## src/rtl/rq_pkg.sv

```systemverilog
package rq_pkg;
  typedef enum logic [1:0] {
    RQ_IDLE  = 2'd0,
    RQ_RUN   = 2'd1,
    RQ_PAUSE = 2'd2
  } rq_state_e;
endpackage

```

## src/rtl/rq_interval_tick.sv

```systemverilog
module rq_interval_tick #(
  parameter int REFI_CYC = 3120
) (
  input  logic clk,
  input  logic rst,
  output logic tick
);
  localparam int TW = $clog2(REFI_CYC);

  logic [TW-1:0] cnt;

  assign tick = (cnt == TW'(REFI_CYC - 1));

  always_ff @(posedge clk) begin
    if (rst)       cnt <= '0;
    else if (tick) cnt <= '0;
    else           cnt <= cnt + 1'b1;
  end
endmodule

```

## src/rtl/rq_pend_count.sv

```systemverilog
module rq_pend_count #(
  parameter int MAX_PEND = 8
) (
  input  logic                          clk,
  input  logic                          rst,
  input  logic                          inc,
  input  logic                          dec,
  output logic [$clog2(MAX_PEND+1)-1:0] cnt,
  output logic                          full
);
  localparam int CW = $clog2(MAX_PEND + 1);

  assign full = (cnt == CW'(MAX_PEND));

  always_ff @(posedge clk) begin
    if (rst) begin
      cnt <= '0;
    end else if (inc && !dec && !full) begin
      cnt <= cnt + 1'b1;
    end else if (dec && !inc && cnt != '0) begin
      cnt <= cnt - 1'b1;
    end
  end

  AST_PEND_MAX: assert property (@(posedge clk) disable iff (rst)
    cnt <= CW'(MAX_PEND));
endmodule

```

## src/rtl/rq_progress.sv

```systemverilog
module rq_progress #(
  parameter int RFC_CYC   = 280,
  parameter int PAUSE_PTS = 8
) (
  input  logic clk,
  input  logic rst,
  input  logic run,
  output logic at_point,
  output logic at_end
);
  localparam int RPC = RFC_CYC / PAUSE_PTS;
  localparam int TW  = $clog2(RFC_CYC + 1);
  localparam int QW  = $clog2(RPC + 1);

  logic [TW-1:0] timer;
  logic [QW-1:0] qcnt;

  assign at_end   = run && (timer == TW'(RFC_CYC - 1));
  assign at_point = run && (qcnt == QW'(RPC - 1));

  always_ff @(posedge clk) begin
    if (rst) begin
      timer <= '0;
      qcnt  <= '0;
    end else if (at_end) begin
      timer <= '0;
      qcnt  <= '0;
    end else if (run) begin
      timer <= timer + 1'b1;
      qcnt  <= at_point ? '0 : qcnt + 1'b1;
    end
  end

  AST_PAUSE_ON_POINT: assert property (@(posedge clk) disable iff (rst)
    ($fell(run) && !$past(at_end)) |-> (qcnt == '0));
  AST_TIMER_HOLD: assert property (@(posedge clk) disable iff (rst)
    (!run && timer != '0) |=> $stable(timer));
endmodule

```

## src/rtl/refresh_pause_sched.sv

```systemverilog
module refresh_pause_sched #(
  parameter int REFI_CYC  = 3120,
  parameter int RFC_CYC   = 280,
  parameter int PAUSE_PTS = 8,
  parameter int MAX_PEND  = 8
) (
  input  logic                          clk,
  input  logic                          rst,
  input  logic                          rd_waiting,
  output logic                          ref_en,
  output logic                          ref_forced,
  output logic                          ref_done,
  output logic [$clog2(MAX_PEND+1)-1:0] pend_cnt
);
  import rq_pkg::*;

  rq_state_e state;
  logic      forced;
  logic      done_q;
  logic      tick;
  logic      full;
  logic      at_point;
  logic      at_end;
  logic      running;

  assign running = (state == RQ_RUN);

  rq_interval_tick #(.REFI_CYC(REFI_CYC)) i_tick (
    .clk(clk), .rst(rst), .tick(tick)
  );

  rq_pend_count #(.MAX_PEND(MAX_PEND)) i_pend (
    .clk(clk), .rst(rst), .inc(tick), .dec(at_end),
    .cnt(pend_cnt), .full(full)
  );

  rq_progress #(.RFC_CYC(RFC_CYC), .PAUSE_PTS(PAUSE_PTS)) i_prog (
    .clk(clk), .rst(rst), .run(running),
    .at_point(at_point), .at_end(at_end)
  );

  always_ff @(posedge clk) begin
    if (rst) begin
      state  <= RQ_IDLE;
      forced <= 1'b0;
      done_q <= 1'b0;
    end else begin
      done_q <= 1'b0;
      unique case (state)
        RQ_IDLE: begin
          if (pend_cnt != '0 && (!rd_waiting || full)) begin
            state  <= RQ_RUN;
            forced <= full;
          end
        end
        RQ_RUN: begin
          if (at_end) begin
            state  <= RQ_IDLE;
            forced <= 1'b0;
            done_q <= 1'b1;
          end else if (at_point && rd_waiting && !forced && !full) begin
            state <= RQ_PAUSE;
          end else begin
            forced <= forced | full;
          end
        end
        RQ_PAUSE: begin
          if (!rd_waiting || full) begin
            state  <= RQ_RUN;
            forced <= full;
          end
        end
        default: state <= RQ_IDLE;
      endcase
    end
  end

  assign ref_en     = running;
  assign ref_forced = forced;
  assign ref_done   = done_q;

  AST_READ_HOLDS_OFF: assert property (@(posedge clk) disable iff (rst)
    (state == RQ_IDLE && rd_waiting && !full) |=> !ref_en);
  AST_FORCED_NO_PAUSE: assert property (@(posedge clk) disable iff (rst)
    (ref_en && ref_forced) |=> (ref_en || ref_done));
  AST_DONE_ONE_CYCLE: assert property (@(posedge clk) disable iff (rst)
    ref_done |=> !ref_done);
  AST_RESUME_ON_EMPTY: assert property (@(posedge clk) disable iff (rst)
    (state == RQ_PAUSE && !rd_waiting) |=> ref_en);
endmodule

```

## config.mk

```make
export PLATFORM = sky130hd
export DESIGN_NAME = refresh_pause_sched
export DESIGN_NICKNAME = d
export VERILOG_FILES = /design/src/rtl/rq_pkg.sv /design/src/rtl/rq_interval_tick.sv /design/src/rtl/rq_pend_count.sv /design/src/rtl/rq_progress.sv /design/src/rtl/refresh_pause_sched.sv
export SDC_FILE = /design/constraint.sdc
export NUM_CORES = 1
export LEC_CHECK = 0
export BUFFER_PORTS_ARGS = -buffer_cell sky130_fd_sc_hd__buf_2
export CORE_MARGIN = 2
export CORE_UTILIZATION = 50
export DETAILED_ROUTE_END_ITERATION = 7
export PLACE_DENSITY = 0.67
export SLEW_MARGIN = 0
export SYNTH_ARGS = -nofsm -noshare
export SYNTH_HDL_FRONTEND = slang
export SYNTH_SLANG_ARGS = --single-unit
export TNS_END_PERCENT = 50
```

## constraint.sdc

```tcl
create_clock -name clk -period 6.7 [get_ports clk]
set_input_delay 1.34 -clock clk [delete_from_list [all_inputs] [get_ports clk]]
set_output_delay 1.34 -clock clk [all_outputs]
set_load 0.02 [all_outputs]
```

After elaboration in Yosys (flattened, before gate mapping)
Cells that the tools add are included.
{"block": "totals", "reg_bits": 35, "inputBits": 3, "output_inout_bits": 7, "wordCells": 63}
{"block": "classes", "addsub": 5, "eq_ne": 10, "mux": 14, "n_bitwise": 2, "reduce_logical": 25}
{"cell": "$add 12x1->12 const B", "count": 1}
{"cell": "$eq 12x12->1 const B", "count": 1}
{"cell": "$logic_and 1x1->1", "count": 10}
{"cell": "$add 9x1->9 const B", "count": 1}
{"cell": "$eq 9x9->1 const B", "count": 1}
{"cell": "$mux 2", "count": 4}
{"cell": "$mux 4", "count": 2}
{"cell": "$add 6x1->6 const B", "count": 1}
{"cell": "$eq 6x6->1 const B", "count": 1}
{"cell": "$mux 6", "count": 1}
{"cell": "$ne 3x3->1 const B", "count": 2}
{"cell": "$pmux 2 s3", "count": 1}
{"cell": "$reduce_or 2->1", "count": 3}
{"cell": "$logic_not 1->1", "count": 5}
{"cell": "$mux 1", "count": 5}
{"cell": "$add 4x1->4 const B", "count": 1}
{"cell": "$eq 4x4->1 const B", "count": 1}
{"cell": "$ne 2x2->1 const B", "count": 2}
{"cell": "$reduce_and 4->1", "count": 1}
{"cell": "$reduce_bool 4->1", "count": 1}
{"cell": "$sub 4x1->4 const B", "count": 1}
{"cell": "$pmux 1 s3", "count": 1}
{"cell": "$reduce_and 3->1", "count": 1}
{"cell": "$reduce_bool 3->1", "count": 1}
{"cell": "7 further kinds", "count": 7}

Depth between registers and ports, before layout
{"block": "logic_depth", "word_depth": 8, "mapped_depth": 12, "ltp_nobuf": 12}

Hierarchy
From an unflattened synthesis, not the netlist that was laid out.
{"block": "unflattened", "hier_cells": 193, "area_unflattened_um2": 1770.4}
{"module": "rq_progress", "instances": 1, "cells_per_inst": 81, "area_per_inst_um2": 735.7, "seq_area_each_um2": 300.3}
{"module": "rq_interval_tick", "instances": 1, "cells_per_inst": 59, "area_per_inst_um2": 533.0, "seq_area_each_um2": 240.2}
{"module": "rq_pend_count", "instances": 1, "cells_per_inst": 29, "area_per_inst_um2": 291.5, "seq_area_each_um2": 80.1}
{"module": "refresh_pause_sched", "instances": 1, "cells_per_inst": 24, "area_per_inst_um2": 210.2, "seq_area_each_um2": 80.1}

Worst setup path after synthesis
No wires, ideal clock.
{"block": "synth_path", "path_type": "register to register", "startpoint": "reg i_tick.cnt[8]", "endpoint": "reg i_pend.cnt[3]", "setup_ns": 0.087, "arrival_time_ns": 2.443, "t_required_ns": 6.613, "path_slack_ns": 4.169, "stages_incl_launch_ff": 10, "n_path_buf": 0, "synth_period_minus_slack_ns": 2.531, "path_cell_list": "dfxtp_1 -> or4_4 -> nor3_4 -> and3_2 -> inv_1 -> ha_1 -> a21o_1 -> a21o_1 -> a311o_1 -> o31ai_1"}
{"block": "synth_via", "elab_chain_cells": 5, "word_cells_on_any_way": 8, "cone_classes": "eq/ne: 1; mux: 1; reduce/logical: 6"}
{"item": "start: declaration", "line": "rq_interval_tick.sv:10", "source": "logic [TW-1:0] cnt;"}
{"item": "start signal: assignment", "line": "rq_interval_tick.sv:17", "source": "else cnt <= cnt + 1'b1;"}
{"item": "$eq 12x12->1 (*)", "line": "rq_interval_tick.sv:12", "source": "assign tick = (cnt == TW'(REFI_CYC - 1));"}
{"item": "$logic_not 1->1", "line": "rq_pend_count.sv:20", "source": "end else if (dec && !inc && cnt != '0) begin"}
{"item": "$logic_and 1x1->1 (2 in series)", "line": "rq_pend_count.sv:20"}
{"item": "$reduce_bool 2->1 (no line)"}
{"item": "end signal: assignment", "line": "rq_pend_count.sv:19", "source": "cnt <= cnt + 1'b1;"}
{"item": "end signal: assignment", "line": "rq_pend_count.sv:21", "source": "cnt <= cnt - 1'b1;"}
{"item": "end: declaration", "line": "rq_pend_count.sv:8", "source": "output logic [$clog2(MAX_PEND+1)-1:0] cnt,"}
Mark *: on every way between the ends. The rest lies on a longest branch, timed or not.
A chain may end at the register's enable or synchronous reset.

Worst setup path in the final report
{"block": "layout_path", "startpoint": "reg state[1]", "endpoint": "out ref_en"}
{"block": "layout_via", "elab_chain_cells": 1}
{"item": "start: declaration", "line": "refresh_pause_sched.sv:17", "source": "rq_state_e state;"}
{"item": "start signal: assignment", "line": "refresh_pause_sched.sv:44", "source": "state <= RQ_IDLE;"}
{"item": "start signal: assignment", "line": "refresh_pause_sched.sv:52", "source": "state <= RQ_RUN;"}
{"item": "start signal: assignment", "line": "refresh_pause_sched.sv:58", "source": "state <= RQ_IDLE;"}
{"item": "$eq 2x1->1", "line": "refresh_pause_sched.sv:26", "source": "assign running = (state == RQ_RUN);"}
{"item": "end: declaration", "line": "refresh_pause_sched.sv:10", "source": "output logic ref_en,"}
No other way between the ends.

==> results.txt <==
----------------------------------------------------
[Outcome]
  Status ... finished clean

[Setup path]
  Nature of the critical path startpoint ... register
  CP Max Fanout ... 12
  Depth of the worst register-to-register path ... 10
  Setup slack of the most critical reg-to-reg path ... approximately 3.9 ns
  Data required time of the critical path ... around 5.4 ns
  RR Endpoint ... i_pend.cnt[3]
  Startpoint of the most critical register-to-register path ... i_tick.cnt[8]
  Cell chain of the critical path ... inv_1 -> nand2_1 -> inv_1 -> buf_2
  Worst stage delay on the critical path ... around 0.37 ns
  Endpoint arrival time on the critical path ... around 1.6 ns
  Cell mode on critical path ... sky130_fd_sc_hd__inv_1
  Type of the worst setup path ... register to output port
  Cell with the biggest individual delay on the critical path ... sky130_fd_sc_hd__inv_1
  CP Capture Type ... output port

[Global routing]
  Wire length of the first global-routing pass ... about 5600 um
  Largest net degree at the start of global routing ... 15
  Antenna violations before repair ... 0
  Vias in the first global route ... between 1000 and 1500
  Combined global-route utilization of all metal layers ... between 15 and 20%
  Global route total overflow ... 0

[Detailed routing]
  DRC violations left ... 0
  Post-Route WL ... roughly 3000 um
  DR iter-0 viols ... 76
  Average wire length per cell after detail routing ... approximately 12 um
  DR pass1 iterations ... 4
  Via-to-Cell Ratio ... 5.421
  Final antenna-violating net count ... 0
  Total number of vias ... approximately 1300

[Placed design]
  Setup slack after placement ... 3.952 ns
  GPL Wtd Cong ... roughly 0.79
  Port bufs ... 9
  Placed standard-cell area ... about 1800 um^2
  Detailed placement HPWL ... roughly 2200 um

[Synth]
  Number of instances in the synthesized netlist ... 188
  Distinct cell type count of the synthesized netlist ... 45
  Yosys reg bits ... 35
  Syn Std Cell Area ... around 1700 um^2
  Number of enable-type register cells in the synthesized netlist ... 0
  Fraction of the yosys area taken by sequential cells ... about two fifths
  Syn Nets ... slightly below 200
  Async set-or-reset flop fraction in the synthesized netlist ... 0%
  Syn_area_per_cell ... 9.138 um^2
  Number of warning messages in the yosys log ... 0
  Prevailing post-synth register cell ... sky130_fd_sc_hd__dfxtp_1

[Finish]
  Post-route cell area ... 1889 um^2
  Area growth from synthesis to layout ... 9.978%
  Fraction of final layout cells with drive strength greater than 1 ... a little over an eighth
  Number of diodes added for antenna fixing ... 0
  Commonest non-fill, non-tap cells in the layout ... 35 x sky130_fd_sc_hd__dfxtp_1, 29 x sky130_fd_sc_hd__nor2_1, 16 x sky130_fd_sc_hd__xor2_1, 12 x sky130_fd_sc_hd__nand2_1, 11 x sky130_fd_sc_hd__nand3_1
  Fin nets ... 210
  Most common cell after layout, fill and taps aside ... sky130_fd_sc_hd__dfxtp_1
  Count of filler cells inserted in the layout ... 310

[Clock network]
  Clock tree sinks ... 35
  Resize count post-CTS ... 0
  Clock latency on the worst-skew pair ... between 0.3 and 0.4 ns
  Root Driver ... sky130_fd_sc_hd__clkbuf_4
  Level count of the clock H-tree ... 2
  Buffers inserted during post-CTS setup optimization ... 0
  Deepest clock path buffer count ... 2
  Number of clock buffers inserted by TritonCTS ... 5
  Cts-stage hold buffer count ... 0
  Clock tree from TritonCTS ... built
  Clock-pin transition on the worst setup and hold timing paths ... roughly 0.11 ns

[Timing]
  Setup repair after global routing missed its margin ... no
  Post-route setup slack ... 3.784 ns
  Slew Limit Fails ... 0
  Slew headroom ... 54.94%
  Worst-case clock skew ... 0.003415 ns
  Post-route fraction of the period consumed by the critical path ... between 40% and 50%
  Peak clock frequency supported by timing ... approximately 340 MHz
  Final hold viol count ... 0
  Slew at the pin closest to its max-slew limit ... approximately 0.67 ns
  Time the final worst path needs with I/O delays and setup ... 2.916 ns
  Summed negative setup slack over all endpoints ... 0 ns
  Count of endpoints failing setup in the final report ... 0

[Run]
  Total of max-cap violations ... 0

[Power]
  Leakage power figure ... around 0.72 nW
  VDD IR max ... approximately 0.00013 V
  Pwr/cell area ... about 200 nW/um^2

[Min path]
  Hold depth ... 1
  End point of the worst hold path ... i_tick.cnt[0]
  Class of the tightest hold or removal check ... register to register
  Start point of the worst min-delay path ... i_tick.cnt[0]

[Die]
  Number of top-level pins ... 10
  Die extent in y ... about 63 um
  Starting density of the core ... 51.89%
  Placeable core region ... between 3000 and 4000 um^2
  Die outline area ... slightly below 4000 um^2
  Num rows ... 21
  Width of the die ... roughly 63 um

----------------------------------------------------
-- routing by layer --
metal	up-vias	wire length [um]	global-route usage [%]
li1	688	-	-
met1	626	1426	21.25
met2	18	1402	29.30
met3	7	114	5.766
met4	0	55	7.222
met5	-	0	0
-- cells in the mapped netlist (3+ instances only) --
| cell | instances | area [um^2] |
|---|---|---|
| sky130_fd_sc_hd__a21o_1 | 3 | 22.52 |
| sky130_fd_sc_hd__a21oi_1 | 8 | 40.04 |
| sky130_fd_sc_hd__and3_1 | 3 | 18.77 |
| sky130_fd_sc_hd__dfxtp_1 | 35 | 700.7 |
| sky130_fd_sc_hd__ha_1 | 6 | 75.07 |
| sky130_fd_sc_hd__inv_1 | 5 | 18.77 |
| sky130_fd_sc_hd__nand2_1 | 12 | 45.04 |
| sky130_fd_sc_hd__nand3_1 | 11 | 55.05 |
| sky130_fd_sc_hd__nand4_1 | 6 | 37.54 |
| sky130_fd_sc_hd__nor2_1 | 29 | 108.9 |
| sky130_fd_sc_hd__nor3_1 | 4 | 20.02 |
| sky130_fd_sc_hd__xnor2_1 | 8 | 70.07 |
| sky130_fd_sc_hd__xor2_1 | 16 | 140.1 |
-- power by group --
| part | leakage [nW] | total, mW | internal, mW | switching [mW] |
|---|---|---|---|---|
| sequential | 0.282 | 0.211 | 0.210 | 0.00141 |
| clock | 0.0482 | 0.161 | 0.0882 | 0.0732 |
| combinational | 0.394 | 0.00786 | 0.00271 | 0.00515 |
| total | 0.725 | 0.380 | 0.300 | 0.0797 |
-- how the worst max path moves through the flow --
stage	end	slack (ns)	cells past startpoint	startpoint
after floorplan	i_pend.cnt[3]	4.17	9	i_tick.cnt[8]
after global placement	i_pend.cnt[3]	4.11	10	i_tick.cnt[8]
after detailed placement	i_pend.cnt[3]	3.95	10	i_tick.cnt[8]
after CTS	ref_en	3.78	4	state[1]
after global routing	i_pend.cnt[3]	3.65	12	state[1]
final	ref_en	3.78	4	state[1]
-- per-stage QoR --
step / utilization [%] / instances / hold WS [ns] / power [mW]
final: 57.07 / 247 / 0.4696 / 0.3801
after global routing: 57.07 / 247 / 0.5165 / 0.3955
after CTS: 57.07 / 247 / 0.4727 / 0.3838
after detailed placement: 54.46 / 239 / 0.4462 / 0.2236
after global placement: 54.46 / 239 / 0.4430 / 0.2232
after floorplan: - / 188 / 0.4261 / 0.2212
-- registers in the layout, summed over array words and instances, names as in the netlist --
register      flops
i_tick.cnt       12
ref_forced        1
i_pend.cnt        4
i_prog.qcnt       6
ref_done          1
state             2
i_prog.timer      9
-- final cells by class --
| class | count | area [um^2] | area share [%] |
|---|---|---|---|
| Sequential cell | 35 | 700.7 | 37.09 |
| Timing Repair Buffer | 9 | 45.04 | 2.384 |
| Clock inverter | 2 | 35.03 | 1.854 |
| Tap cell | 46 | 57.56 | 3.046 |
| Clock buffer | 6 | 51.30 | 2.715 |
| Multi-Input combinational cell | 144 | 980.9 | 51.92 |
| Inverter | 5 | 18.77 | 0.9934 |
-- logic make-up (layout without fill, tap and decap cells) --
kind of cell | Yosys count | in the layout | share of synthesized area, %
AOI/OAI and AO/OA | 22 | 22 | 8.521
xor gates and xnor gates | 24 | 24 | 12.24
adders and majority gates | 7 | 7 | 5.535
buffers and inverters | 9 | 22 | 2.112
DFF | 35 | 35 | 40.79
muxes | 2 | 2 | 1.165
and+or+nand+nor | 89 | 89 | 29.64
-- critical path: cells and delay by family, from the launching register on --
family,cells,cell delay (ns)
buf+inv,3,0.73
simple gates,1,0.15
flops,1,0.35
Power figures use the tool's default switching activity.
